===== config.mk =====
export PLATFORM = sky130hd
export DESIGN_NAME = slowbus_wait_bridge
export DESIGN_NICKNAME = d
export VERILOG_FILES = /design/src/rtl/sbw_pkg.sv /design/src/rtl/sbw_clkdiv.sv /design/src/rtl/sbw_decode.sv /design/src/rtl/sbw_strobe.sv /design/src/rtl/sbw_seq.sv /design/src/rtl/slowbus_wait_bridge.sv
export SDC_FILE = /design/constraint.sdc
export NUM_CORES = 1
export LEC_CHECK = 0
export BUFFER_PORTS_ARGS = -buffer_cell sky130_fd_sc_hd__buf_2
export CAP_MARGIN = 5
export CORE_MARGIN = 10
export CORE_UTILIZATION = 38
export CTS_BUF_LIST = sky130_fd_sc_hd__clkbuf_16
export DETAILED_ROUTE_END_ITERATION = 8
export PLACE_DENSITY = 0.77
export SKIP_LAST_GASP = 1
export SLEW_MARGIN = 20
export SYNTH_ARGS = -nofsm -noshare
export SYNTH_HDL_FRONTEND = slang
export SYNTH_HIERARCHICAL = 1
export SYNTH_SLANG_ARGS = --single-unit

===== constraint.sdc =====
create_clock -name clk -period 1.6 [get_ports clk]
set_input_delay 0.08 -clock clk [delete_from_list [all_inputs] [get_ports clk]]
set_output_delay 0.08 -clock clk [all_outputs]
set_load 0.1 [all_outputs]

===== src/rtl/sbw_pkg.sv =====
// Shared types for the backplane wait-state bridge.
// Assumes the status code is ordered {memory/IO, data/control, write/read}.
package sbw_pkg;

    // Cycle class, encoded directly as the {mio, dc, wr} status code.
    typedef enum logic [2:0] {
        CK_INTA   = 3'b000,
        CK_RSVD   = 3'b001,
        CK_IO_RD  = 3'b010,
        CK_IO_WR  = 3'b011,
        CK_CODE   = 3'b100,
        CK_HALT   = 3'b101,
        CK_MEM_RD = 3'b110,
        CK_MEM_WR = 3'b111
    } cyc_kind_e;

    // Sequencer states for one CPU cycle.
    typedef enum logic [1:0] {
        SEQ_IDLE  = 2'd0,
        SEQ_WAIT  = 2'd1,
        SEQ_READY = 2'd2
    } seq_state_e;

    // Backplane strobe phases.
    typedef enum logic [2:0] {
        PH_IDLE  = 3'd0,
        PH_ARMED = 3'd1,
        PH_SYNC  = 3'd2,
        PH_STVAL = 3'd3,
        PH_DONE  = 3'd4
    } strobe_ph_e;

    // Captured CPU status lines.
    typedef struct packed {
        logic mio;
        logic dc;
        logic wr;
    } cyc_status_t;

endpackage


===== src/rtl/sbw_clkdiv.sv =====
// Backplane clock divider.
// A free-running phase counter divides clk by 2**DIV_LOG2. bp_clk is the
// counter MSB, so it is low for the first half of each period. period_end
// flags the last cycle of a period, so the edge that follows starts a new one.
// Assumes DIV_LOG2 >= 1. Synchronous reset restarts the phase at zero.
module sbw_clkdiv #(
    parameter int DIV_LOG2 = 2
) (
    input  logic clk,
    input  logic rst_n,
    output logic bp_clk,
    output logic period_end
);

    logic [DIV_LOG2-1:0] phase_q;

    // Advance the divider phase once per CPU clock.
    always_ff @(posedge clk) begin
        if (!rst_n) begin
            phase_q <= '0;
        end else begin
            phase_q <= phase_q + 1'b1;
        end
    end

    assign bp_clk     = phase_q[DIV_LOG2-1];
    assign period_end = &phase_q;

endmodule


===== src/rtl/sbw_decode.sv =====
// Cycle classifier.
// Maps the status code and address of a starting cycle to slow or fast.
// I/O and interrupt acknowledge are always slow. Memory is slow below
// 2**LOW_LIMIT_LOG2. Reserved and halt-type codes are fast.
// Assumes the inputs are valid whenever the start strobe is sampled.
module sbw_decode
    import sbw_pkg::*;
#(
    parameter int ADDR_W        = 32,
    parameter int LOW_LIMIT_LOG2 = 20
) (
    input  cyc_status_t       status,
    input  logic [ADDR_W-1:0] addr,
    output logic              slow
);

    cyc_kind_e kind;
    logic      addr_low;

    assign kind = cyc_kind_e'({status.mio, status.dc, status.wr});

    generate
        if (LOW_LIMIT_LOG2 >= ADDR_W) begin : g_all_low
            // The whole address space lies below the limit.
            assign addr_low = 1'b1;
        end else begin : g_cmp_low
            localparam logic [ADDR_W:0] LIMIT_VAL = (ADDR_W + 1)'(1) << LOW_LIMIT_LOG2;
            // Compare the address against the slow-memory ceiling.
            assign addr_low = ({1'b0, addr} < LIMIT_VAL);
        end
    endgenerate

    // Select slow or fast according to the cycle class.
    always_comb begin
        case (kind)
            CK_INTA, CK_IO_RD, CK_IO_WR:    slow = 1'b1;
            CK_CODE, CK_MEM_RD, CK_MEM_WR:  slow = addr_low;
            default:                        slow = 1'b0;
        endcase
    end

endmodule


===== src/rtl/sbw_strobe.sv =====
// Backplane strobe sequencer.
// Once armed, it waits for the next divider boundary. It then holds sync for
// one backplane period, then status-valid for one period, and reports done.
// It stays done until the cycle is released.
// Assumes arm arrives only while idle. clear has priority over every phase.
module sbw_strobe
    import sbw_pkg::*;
(
    input  logic clk,
    input  logic rst_n,
    input  logic arm,
    input  logic clear,
    input  logic period_end,
    output logic sync,
    output logic stval,
    output logic done
);

    strobe_ph_e ph_q;
    strobe_ph_e ph_d;

    // Choose the next strobe phase.
    always_comb begin
        ph_d = ph_q;
        case (ph_q)
            PH_IDLE:  if (arm)        ph_d = PH_ARMED;
            PH_ARMED: if (period_end) ph_d = PH_SYNC;
            PH_SYNC:  if (period_end) ph_d = PH_STVAL;
            PH_STVAL: if (period_end) ph_d = PH_DONE;
            default:                  ph_d = ph_q;
        endcase
        if (clear) begin
            ph_d = PH_IDLE;
        end
    end

    // Hold the current strobe phase.
    always_ff @(posedge clk) begin
        if (!rst_n) begin
            ph_q <= PH_IDLE;
        end else begin
            ph_q <= ph_d;
        end
    end

    assign sync  = (ph_q == PH_SYNC);
    assign stval = (ph_q == PH_STVAL);
    assign done  = (ph_q == PH_DONE);

endmodule


===== src/rtl/sbw_seq.sv =====
// Cycle sequencer with wait counter and status capture.
// A start is accepted only in idle. A fast start goes straight to the
// one-cycle ready state. A slow start loads the clamped wait count, arms the
// strobe sequencer and captures address, byte enables and status. It leaves
// the wait state only when the count is zero and the strobes are done.
// Assumes wait_cfg is stable in the cycle the start is sampled.
module sbw_seq
    import sbw_pkg::*;
#(
    parameter int ADDR_W   = 32,
    parameter int BE_W     = 4,
    parameter int WAIT_MAX = 16,
    parameter int CFG_W    = 5
) (
    input  logic              clk,
    input  logic              rst_n,
    input  logic              start,
    input  logic              slow,
    input  logic [CFG_W-1:0]  wait_cfg,
    input  logic              strobe_done,
    input  logic [ADDR_W-1:0] addr,
    input  logic [BE_W-1:0]   be,
    input  cyc_status_t       status,
    output logic              ready,
    output logic              active,
    output logic              arm,
    output logic              strobe_clear,
    output logic [ADDR_W-1:0] lat_addr,
    output logic [BE_W-1:0]   lat_be,
    output cyc_status_t       lat_status
);

    localparam logic [CFG_W-1:0] WAIT_CAP = CFG_W'(WAIT_MAX);

    seq_state_e       state_q;
    logic [CFG_W-1:0] wcnt_q;
    logic [CFG_W-1:0] wait_eff;
    logic             slow_q;
    logic             accept;

    assign wait_eff     = (wait_cfg > WAIT_CAP) ? WAIT_CAP : wait_cfg;
    assign accept       = (state_q == SEQ_IDLE) && start;
    assign arm          = accept && slow;
    assign ready        = (state_q == SEQ_READY);
    assign strobe_clear = (state_q == SEQ_READY);
    assign active       = slow_q && (state_q != SEQ_IDLE);

    // Step the cycle state machine.
    always_ff @(posedge clk) begin
        if (!rst_n) begin
            state_q <= SEQ_IDLE;
        end else begin
            case (state_q)
                SEQ_IDLE: begin
                    if (start) begin
                        state_q <= slow ? SEQ_WAIT : SEQ_READY;
                    end
                end
                SEQ_WAIT: begin
                    if ((wcnt_q == '0) && strobe_done) begin
                        state_q <= SEQ_READY;
                    end
                end
                default: state_q <= SEQ_IDLE;
            endcase
        end
    end

    // Load the wait count on a slow start and count it down while waiting.
    always_ff @(posedge clk) begin
        if (!rst_n) begin
            wcnt_q <= '0;
        end else if (arm) begin
            wcnt_q <= wait_eff;
        end else if ((state_q == SEQ_WAIT) && (wcnt_q != '0)) begin
            wcnt_q <= wcnt_q - 1'b1;
        end
    end

    // Remember whether the accepted cycle uses the backplane.
    always_ff @(posedge clk) begin
        if (!rst_n) begin
            slow_q <= 1'b0;
        end else if (accept) begin
            slow_q <= slow;
        end
    end

    // Capture the CPU address and status for the backplane.
    always_ff @(posedge clk) begin
        if (!rst_n) begin
            lat_addr   <= '0;
            lat_be     <= '0;
            lat_status <= '0;
        end else if (arm) begin
            lat_addr   <= addr;
            lat_be     <= be;
            lat_status <= status;
        end
    end

endmodule


===== src/rtl/slowbus_wait_bridge.sv =====
// Top level of the CPU local-bus to backplane wait-state bridge.
// It ties together the classifier, the sequencer, the strobe generator and
// the clock divider. All outputs come from registers. The CPU is expected
// to hold its status lines stable while ready is low.
module slowbus_wait_bridge
    import sbw_pkg::*;
#(
    parameter int ADDR_W         = 32,
    parameter int BE_W           = 4,
    parameter int WAIT_MAX       = 16,
    parameter int DIV_LOG2       = 2,
    parameter int LOW_LIMIT_LOG2 = 20,
    localparam int CFG_W         = $clog2(WAIT_MAX + 1)
) (
    input  logic              clk,
    input  logic              rst_n,
    input  logic              cpu_start,
    input  logic              cpu_mio,
    input  logic              cpu_dc,
    input  logic              cpu_wr,
    input  logic [ADDR_W-1:0] cpu_addr,
    input  logic [BE_W-1:0]   cpu_be,
    input  logic [CFG_W-1:0]  wait_cfg,
    output logic              cpu_ready,
    output logic              bp_clk,
    output logic              bp_sync,
    output logic              bp_stval,
    output logic              bp_active,
    output logic [ADDR_W-1:0] bp_addr,
    output logic [BE_W-1:0]   bp_be,
    output logic              bp_mio,
    output logic              bp_dc,
    output logic              bp_wr
);

    cyc_status_t cur_status;
    cyc_status_t lat_status;
    logic        is_slow;
    logic        period_end;
    logic        arm;
    logic        strobe_clear;
    logic        strobe_done;

    assign cur_status = '{mio: cpu_mio, dc: cpu_dc, wr: cpu_wr};

    sbw_decode #(
        .ADDR_W        (ADDR_W),
        .LOW_LIMIT_LOG2(LOW_LIMIT_LOG2)
    ) u_decode (
        .status(cur_status),
        .addr  (cpu_addr),
        .slow  (is_slow)
    );

    sbw_clkdiv #(
        .DIV_LOG2(DIV_LOG2)
    ) u_clkdiv (
        .clk       (clk),
        .rst_n     (rst_n),
        .bp_clk    (bp_clk),
        .period_end(period_end)
    );

    sbw_strobe u_strobe (
        .clk       (clk),
        .rst_n     (rst_n),
        .arm       (arm),
        .clear     (strobe_clear),
        .period_end(period_end),
        .sync      (bp_sync),
        .stval     (bp_stval),
        .done      (strobe_done)
    );

    sbw_seq #(
        .ADDR_W  (ADDR_W),
        .BE_W    (BE_W),
        .WAIT_MAX(WAIT_MAX),
        .CFG_W   (CFG_W)
    ) u_seq (
        .clk         (clk),
        .rst_n       (rst_n),
        .start       (cpu_start),
        .slow        (is_slow),
        .wait_cfg    (wait_cfg),
        .strobe_done (strobe_done),
        .addr        (cpu_addr),
        .be          (cpu_be),
        .status      (cur_status),
        .ready       (cpu_ready),
        .active      (bp_active),
        .arm         (arm),
        .strobe_clear(strobe_clear),
        .lat_addr    (bp_addr),
        .lat_be      (bp_be),
        .lat_status  (lat_status)
    );

    assign bp_mio = lat_status.mio;
    assign bp_dc  = lat_status.dc;
    assign bp_wr  = lat_status.wr;

endmodule


==> results.ini, run 1 <==
[clocking]
clock_sinks = 52
root_buffer = clkbuf_16
clockBufferDepth = 2
cts_tree = yes
clock_latency_ns = 0.28
cts_max_level = 2
cts_buffers = 5
path_clk_slew_ns = 0.06
post_cts_buffers = 0
ctsHoldBuffers = 0
cts_resized = 0

[global_routing]
grt_pass1_wl_mm = 9.05
grt_pass1_vias = 1970
grt_max_degree = 25
grtUsageTotal_pct = 12.1
antenna_found_initial = 0
grt-ovfl-total = 0

[timing]
setup_violations = 0
skew_ns = 0.00471
period_minus_slack_ns = 1.52
finalMaxSlewViolations = 0
rsz0062_at_grt = false
report.final.hold_viol_count = 0
maxSlewHeadroom_pct = 66.3
worstMarginPinSlew_ns = 0.508
period_share_pct = 95.2
fin_ws_ns = 0.0765
fmax_mhz = 656

[critical_path]
crit_path_max_fanout = 24
arrival_ns = 1.74
worstPathRequired_ns = 1.82
reg2reg_depth = 5
r2r_start = u_seq/state_q[1]$_SDFFE_PN0P_
crit_start = u_seq/state_q[1]$_SDFFE_PN0P_
critPathLaunchType = flip-flop
crit_type = flip-flop to flip-flop
worstSetupEndpointType = flip-flop
ff2ff_setup_slack_ns = 0.08
regToRegEndpoint = u_seq/wcnt_q[1]$_SDFFE_PN0P_
crit_path_end = u_seq/wcnt_q[1]$_SDFFE_PN0P_

[logic_synthesis]
yosysSeqAreaShare_pct = 47.5
syn_avg_cell_area_sq_um = 8.64
yosysUniqueCellTypes = 38
netlist_area_sq_um = 2190
yosys_warnings = 6
ys_seq_elements = 52
synthesis.nets = 303
syn-instance-count = 254

[detailed_routing]
dr.pass1.iters = 4
wl_per_cell_microns = 13.7
routed_wl_mm = 5.76
drc = 0
drt-initial-drc-count = 85
postRouteAntennaNets = 0
vias = 2002
routed_via_density = 4.78

[layout]
drive_gt1_share_pct = 35.7
fin_cells = 419
area_growth_pct = 34.3
num_antenna_cells = 0
fillCellCount = 529
final_net_count = 396

[floorplan]
start_util_pct = 39.6
core_sq_um = 5540
ios = 91
rows = 27
dieArea_sq_um = 9210
die_w_microns = 96.0
die_h_microns = 96.0

[pwr]
pwr_density_cell_nw_per_um2 = 1060
leakagePower_uw = 0.00131
power_uw = 3120
peakVddDrop_uv = 588

[placement]
dp_slack_ns = -0.0691
port_buffers = 90
hpwl_mm = 4.45
dp_cells = 412
gp_congestion = 0.773

[run_status]
status = finished clean

[job]
maxCapViolations = 0

[worst_hold_path]
hp-class = primary input to flip-flop

per-layer routing:
metal  share of wire [%]  global-route usage (%)  up-vias
met3                  10                    4.12        2
met1                  42                    14.3      902
li1                    -                       -     1038
met2                  48                    20.7       60
met4                0.40                    3.07        0
met5                   0                       0        -
synth_stat cells:
cell type / n / area, sq um
a21boi_0: 34 / 255
a21boi_1: 6 / 45.0
a21oi_1: 2 / 10.0
a31oi_1: 4 / 25.0
a32oi_1: 1 / 8.76
and2_1: 1 / 6.26
and2b_2: 1 / 8.76
and3b_1: 1 / 8.76
and3b_2: 2 / 20.0
buf_2: 9 / 45.0
buf_4: 1 / 7.51
buf_6: 1 / 11.3
clkbuf_1: 5 / 18.8
dfxtp_1: 52 / 1040
ha_1: 2 / 25.0
inv_1: 3 / 11.3
inv_2: 1 / 3.75
mux2i_1: 1 / 10.0
nand2_1: 80 / 300
nand2b_1: 3 / 18.8
nand3_1: 3 / 15.0
nand3b_1: 1 / 7.51
nand4b_1: 1 / 8.76
nand4bb_2: 1 / 16.3
nor2_1: 5 / 18.8
nor2b_1: 6 / 37.5
nor2b_4: 1 / 13.8
nor3b_1: 4 / 30.0
nor4_2: 3 / 37.5
nor4b_1: 1 / 8.76
o2111ai_1: 1 / 8.76
o21a_1: 2 / 15.0
o21ai_0: 7 / 35.0
o21bai_1: 1 / 7.51
o41ai_1: 1 / 8.76
or3_1: 2 / 12.5
or4_1: 3 / 22.5
xor2_1: 1 / 8.76
critical path, cell delays in order, from the launching register on:
cell and delay [ns]:
dfxtp_1 0.40, nand4bb_2 0.20, inv_2 0.09, buf_12 0.16
or4_1 0.51, nand3_1 0.09
area by class of cell:
type / instances / area, sq um / share of cell area, %
multi-input cells: 182 / 1070 / 36.4
flip-flops and latches: 52 / 1040 / 35.5
repair buffers: 102 / 591 / 20.0
clock buffers: 5 / 125 / 4.25
well taps: 72 / 90.1 / 3.06
inverters: 4 / 15.0 / 0.510
clock inverters: 2 / 8.76 / 0.297
through the flow:
stage	hold slack [ns]	util, %	setup TNS [ns]	cell area [sq um]
final	0.0356	53.2	0	2950
after global routing	0.0414	53.2	0	2950
after CTS	0.0299	53.0	0	2930
after detailed placement	0.326	50.5	-0.793	2800
after global placement	0.324	50.5	-0.545	2800
after floorplan	0.202	-	-0.113	2200
state kept, by name (all words and copies together), names as in the netlist:
register and flops:
u_seq/slow_q 1, u_strobe/ph_q 3, u_clkdiv/phase_q 2, u_seq/wcnt_q 5, u_seq/state_q 2, u_seq/lat_addr 32, u_seq/lat_be 4, u_seq/lat_status 3
logic make-up (layout without fill, tap and decap cells):
logic type / after synthesis / in the layout / synth area share, %
muxes: 1 / 1 / 0.456
DFF: 52 / 52 / 47.5
AOI/OAI and AO/OA: 59 / 59 / 19.1
buffers and inverters: 20 / 113 / 4.45
adders and majority gates: 2 / 2 / 1.14
xor gates and xnor gates: 1 / 1 / 0.399
and+or+nand+nor: 119 / 119 / 27.0
how the worst min path moves through the flow:
stage / from / end / slack, ns / cells after the start
3_3_place_gp: cpu_addr[16] / u_seq/lat_addr[16]$_SDFFE_PN0P_ / 0.32 / 3
5_1_grt: cpu_addr[15] / u_seq/lat_addr[15]$_SDFFE_PN0P_ / 0.04 / 3
6_report: cpu_addr[16] / u_seq/lat_addr[16]$_SDFFE_PN0P_ / 0.04 / 3
2_1_floorplan: rst_n / u_clkdiv/phase_q[1]$_SDFF_PN0_ / 0.20 / 1
3_5_place_dp: cpu_addr[16] / u_seq/lat_addr[16]$_SDFFE_PN0P_ / 0.33 / 3
4_1_cts: cpu_addr[16] / u_seq/lat_addr[16]$_SDFFE_PN0P_ / 0.03 / 3
placed cells by master, fill, tap and decap left out, types with 3 or more instances in the layout:
cell type	Yosys	layout
o21ai_0	7	7
nand2_1	80	80
dfxtp_2	0	3
nor4_2	3	3
dfxtp_1	52	49
a21boi_1	6	6
nor2b_1	6	5
nor2_1	5	5
buf_12	0	4
nand2b_1	3	3
inv_1	3	4
nand3_1	3	3
nor3b_1	4	3
buf_4	1	8
or4_1	3	3
a31oi_1	4	4
a21boi_0	34	34
buf_2	9	90
clkbuf_16	0	5
power by group:
group	total, uW	switching [uW]	internal [uW]
logic	733	534	199
clock network	980	418	562
registers	1410	43.9	1360
total	3120	996	2120
Power figures use the tool's default switching activity.
==> run 2: changes to the inputs <==
--- a/config.mk
+++ b/config.mk
@@ -7,11 +7,13 @@
 export LEC_CHECK = 0
 export BUFFER_PORTS_ARGS = -buffer_cell sky130_fd_sc_hd__buf_2
 export CAP_MARGIN = 5
+export CELL_PAD_IN_SITES_DETAIL_PLACEMENT = 0
+export CELL_PAD_IN_SITES_GLOBAL_PLACEMENT = 1
 export CORE_MARGIN = 10
-export CORE_UTILIZATION = 38
+export CORE_UTILIZATION = 31
 export CTS_BUF_LIST = sky130_fd_sc_hd__clkbuf_16
 export DETAILED_ROUTE_END_ITERATION = 8
-export PLACE_DENSITY = 0.77
+export PLACE_DENSITY = 0.85
 export SKIP_LAST_GASP = 1
 export SLEW_MARGIN = 20
 export SYNTH_ARGS = -nofsm -noshare
==> results.ini, run 2 (synthesis results as in run 1) <==
[critical_path]
critical_path.top_delay_family = simple AND/OR/NAND/NOR gates
crit_path_max_fanout = 5  ; -79%
crit_buf_inv = 1  ; -1
critPathLaunchType = flip-flop
critPathSlowestCell = or4_1
reg2reg_depth = 5  ; unchanged
crit_start = u_seq/wcnt_q[0]$_SDFFE_PN0P_
arrival_ns = 1.71  ; -0.03 ns
worstPathRequired_ns = 1.82  ; about the same
crit_type = flip-flop to flip-flop
ff2ff_setup_slack_ns = 0.11  ; +0.03 ns
cp_cell_sequence = inv_1 -> ha_1 -> nor4b_2 -> or4_1 -> a31oi_1
regToRegEndpoint = u_seq/wcnt_q[3]$_SDFFE_PN0P_
r2r_start = u_seq/wcnt_q[0]$_SDFFE_PN0P_
crit_path_end = u_seq/wcnt_q[3]$_SDFFE_PN0P_
worstSetupEndpointType = flip-flop
slowest_delay_ns = 0.48  ; -0.03 ns
worst-path-stages = 5  ; unchanged

[timing]
period_minus_slack_ns = 1.49  ; -0.0343 ns
finalSetupTns_ns = 0  ; unchanged
period_share_pct = 93.1  ; -2.1 points
whs_ns = 0.0241  ; -0.0115 ns
worstMarginPinSlew_ns = 0.514  ; +0.00591 ns
finalMaxSlewViolations = 0  ; unchanged
maxSlewHeadroom_pct = 66.0  ; -0.39 points
rsz0062_at_grt = false
skew_ns = 0.00571  ; +0.00101 ns
fmax_mhz = 672  ; +2.3%
fin_ws_ns = 0.111  ; +0.0343 ns
report.final.hold_viol_count = 0  ; unchanged
setup_violations = 0  ; unchanged

[placement]
hpwl_mm = 4.87  ; +9.4%
dp_cells = 441  ; +7.0%
gp_congestion = 0.728  ; -5.8%
dp_slack_ns = -0.0732  ; -0.00419 ns
port_buffers = 90  ; unchanged

[floorplan]
die_h_microns = 104  ; +8.5%
start_util_pct = 32.1  ; -7.5 points
die_w_microns = 104  ; +8.5%
dieArea_sq_um = 10800  ; +18%
ios = 91  ; unchanged
rows = 30  ; +11%
core_sq_um = 6830  ; +23%

[pwr]
leakagePower_uw = 0.00132  ; +0.92%
seq_power_share_pct = 44.1  ; -1.0 points
p_switching_uw = 1050  ; +5.4%
clkPwrFrac_pct = 32.7  ; +1.3 points
pwr-share-comb_pct = 23.2  ; -0.3 points
swShare_pct = 32.9  ; +0.99 points
pwr_density_cell_nw_per_um2 = 1060  ; +0.17%
power_uw = 3190  ; +2.3%
peakVddDrop_uv = 391  ; -34%
cell_internal_pwr_uw = 2140  ; +0.77%

[worst_hold_path]
hp-class = primary input to flip-flop

[clocking]
clockBufferDepth = 2  ; unchanged
clock_latency_ns = 0.29  ; about the same
clock_sinks = 52  ; unchanged
root_buffer = clkbuf_16
path_clk_slew_ns = 0.07  ; about the same
cts_tree = yes
cts_buffers = 5  ; unchanged
cts_max_level = 2  ; unchanged

[global_routing]
grt_pass1_wl_mm = 10.0  ; +11%
grt_max_degree = 32  ; +28%
grt-ovfl-total = 0  ; unchanged
grtUsageTotal_pct = 11.0  ; -1.1 points
grt_pass1_vias = 1973  ; +0.15%
antenna_found_initial = 0  ; unchanged

[detailed_routing]
postRouteAntennaNets = 0  ; unchanged
dr.pass1.iters = 4  ; unchanged
drt-initial-drc-count = 79  ; -7.1%
routed_wl_mm = 6.24  ; +8.3%
vias = 2014  ; +0.60%
drc = 0  ; unchanged
routed_via_density = 4.49  ; -6.1%
wl_per_cell_microns = 13.9  ; +1.0%

[job]
maxCapViolations = 0  ; unchanged

[layout]
final_net_count = 401  ; +1.3%
drive_gt1_share_pct = 36.5  ; +0.81 points
reg.largest.list = u_seq/lat_addr (32), u_seq/wcnt_q (5), u_seq/lat_be (4)
area_growth_pct = 37.1
largest_register_ffs = 32  ; unchanged
layout_common_cells = 90 x buf_2, 80 x nand2_1, 49 x dfxtp_1
num_antenna_cells = 0  ; unchanged
final_common_cell = buf_2
regMostFlops = u_seq/lat_addr
fin_cells = 449  ; +7.2%

[run_status]
status = finished clean

## run 2: cell count changes in the layout (fill, tap and decap cells not counted), sizes merged
cell	delta
clkinvlp	+2
buf	+5
inv	-1
## run 2: how the worst min path moves through the flow
stage	start	depth (start not counted)	slack, ns	endpoint
detailed placement	cpu_addr[19]	3	0.33	u_seq/lat_addr[19]$_SDFFE_PN0P_
CTS	cpu_addr[19]	3	0.02	u_seq/lat_addr[19]$_SDFFE_PN0P_
finish	cpu_addr[19]	3	0.02	u_seq/lat_addr[19]$_SDFFE_PN0P_
global route	cpu_addr[19]	3	0.01	u_seq/lat_addr[19]$_SDFFE_PN0P_
global placement	cpu_addr[16]	3	0.32	u_seq/lat_addr[16]$_SDFFE_PN0P_
floorplan	rst_n	1	0.20	u_clkdiv/phase_q[1]$_SDFF_PN0_
## run 2: what timing repair did
action                                  CTS  global route
buffers inserted                          0             0
gates resized for setup                   0             3
endpoints found under the setup margin    0             3
endpoints found under the hold margin     0             0
hold buffers                              0             0
## run 2: layout make-up
type / count / area (sq um)
Inverter: 4 / 15.0
Tap cell: 96 / 120
Clock inverter: 3 / 18.8
Timing Repair Buffer: 107 / 616
Multi-Input combinational cell: 182 / 1070
Clock buffer: 5 / 125
Sequential cell: 52 / 1040
Fill cell: 735 / 3820
## run 2: power by group through the flow
| stage | combinational [uW] | sequential (uW) | clock (uW) |
|---|---|---|---|
| after global routing | 790 | 1410 | 1130 |
| after CTS | 743 | 1400 | 1100 |
| after detailed placement | 742 | 1430 | 0 |
| after global placement | 736 | 1430 | 0 |
| after floorplan | 211 | 1760 | 0 |
| final | 739 | 1410 | 1040 |
## run 2: layer usage
metal / global-route usage, % / up-vias / share of wire, %
li1: - / 1050 / -
met1: 12.3 / 906 / 42
met2: 19.3 / 54 / 51
met3: 3.97 / 4 / 6.1
met4: 2.98 / 0 / 0.80
met5: 0 / - / 0
## run 2: through the flow
step | util, % | cell area [sq um]
after global routing | 44.0 | 3010
final | 44.0 | 3010
after global placement | 41.8 | 2860
after detailed placement | 41.8 | 2860
after floorplan | - | 2200
after CTS | 43.9 | 3000
## run 2: tightest hold or removal path, cell delays in order
cell and delay (ns):
buf_2 0.09, nand2_1 0.05, a21boi_1 0.05
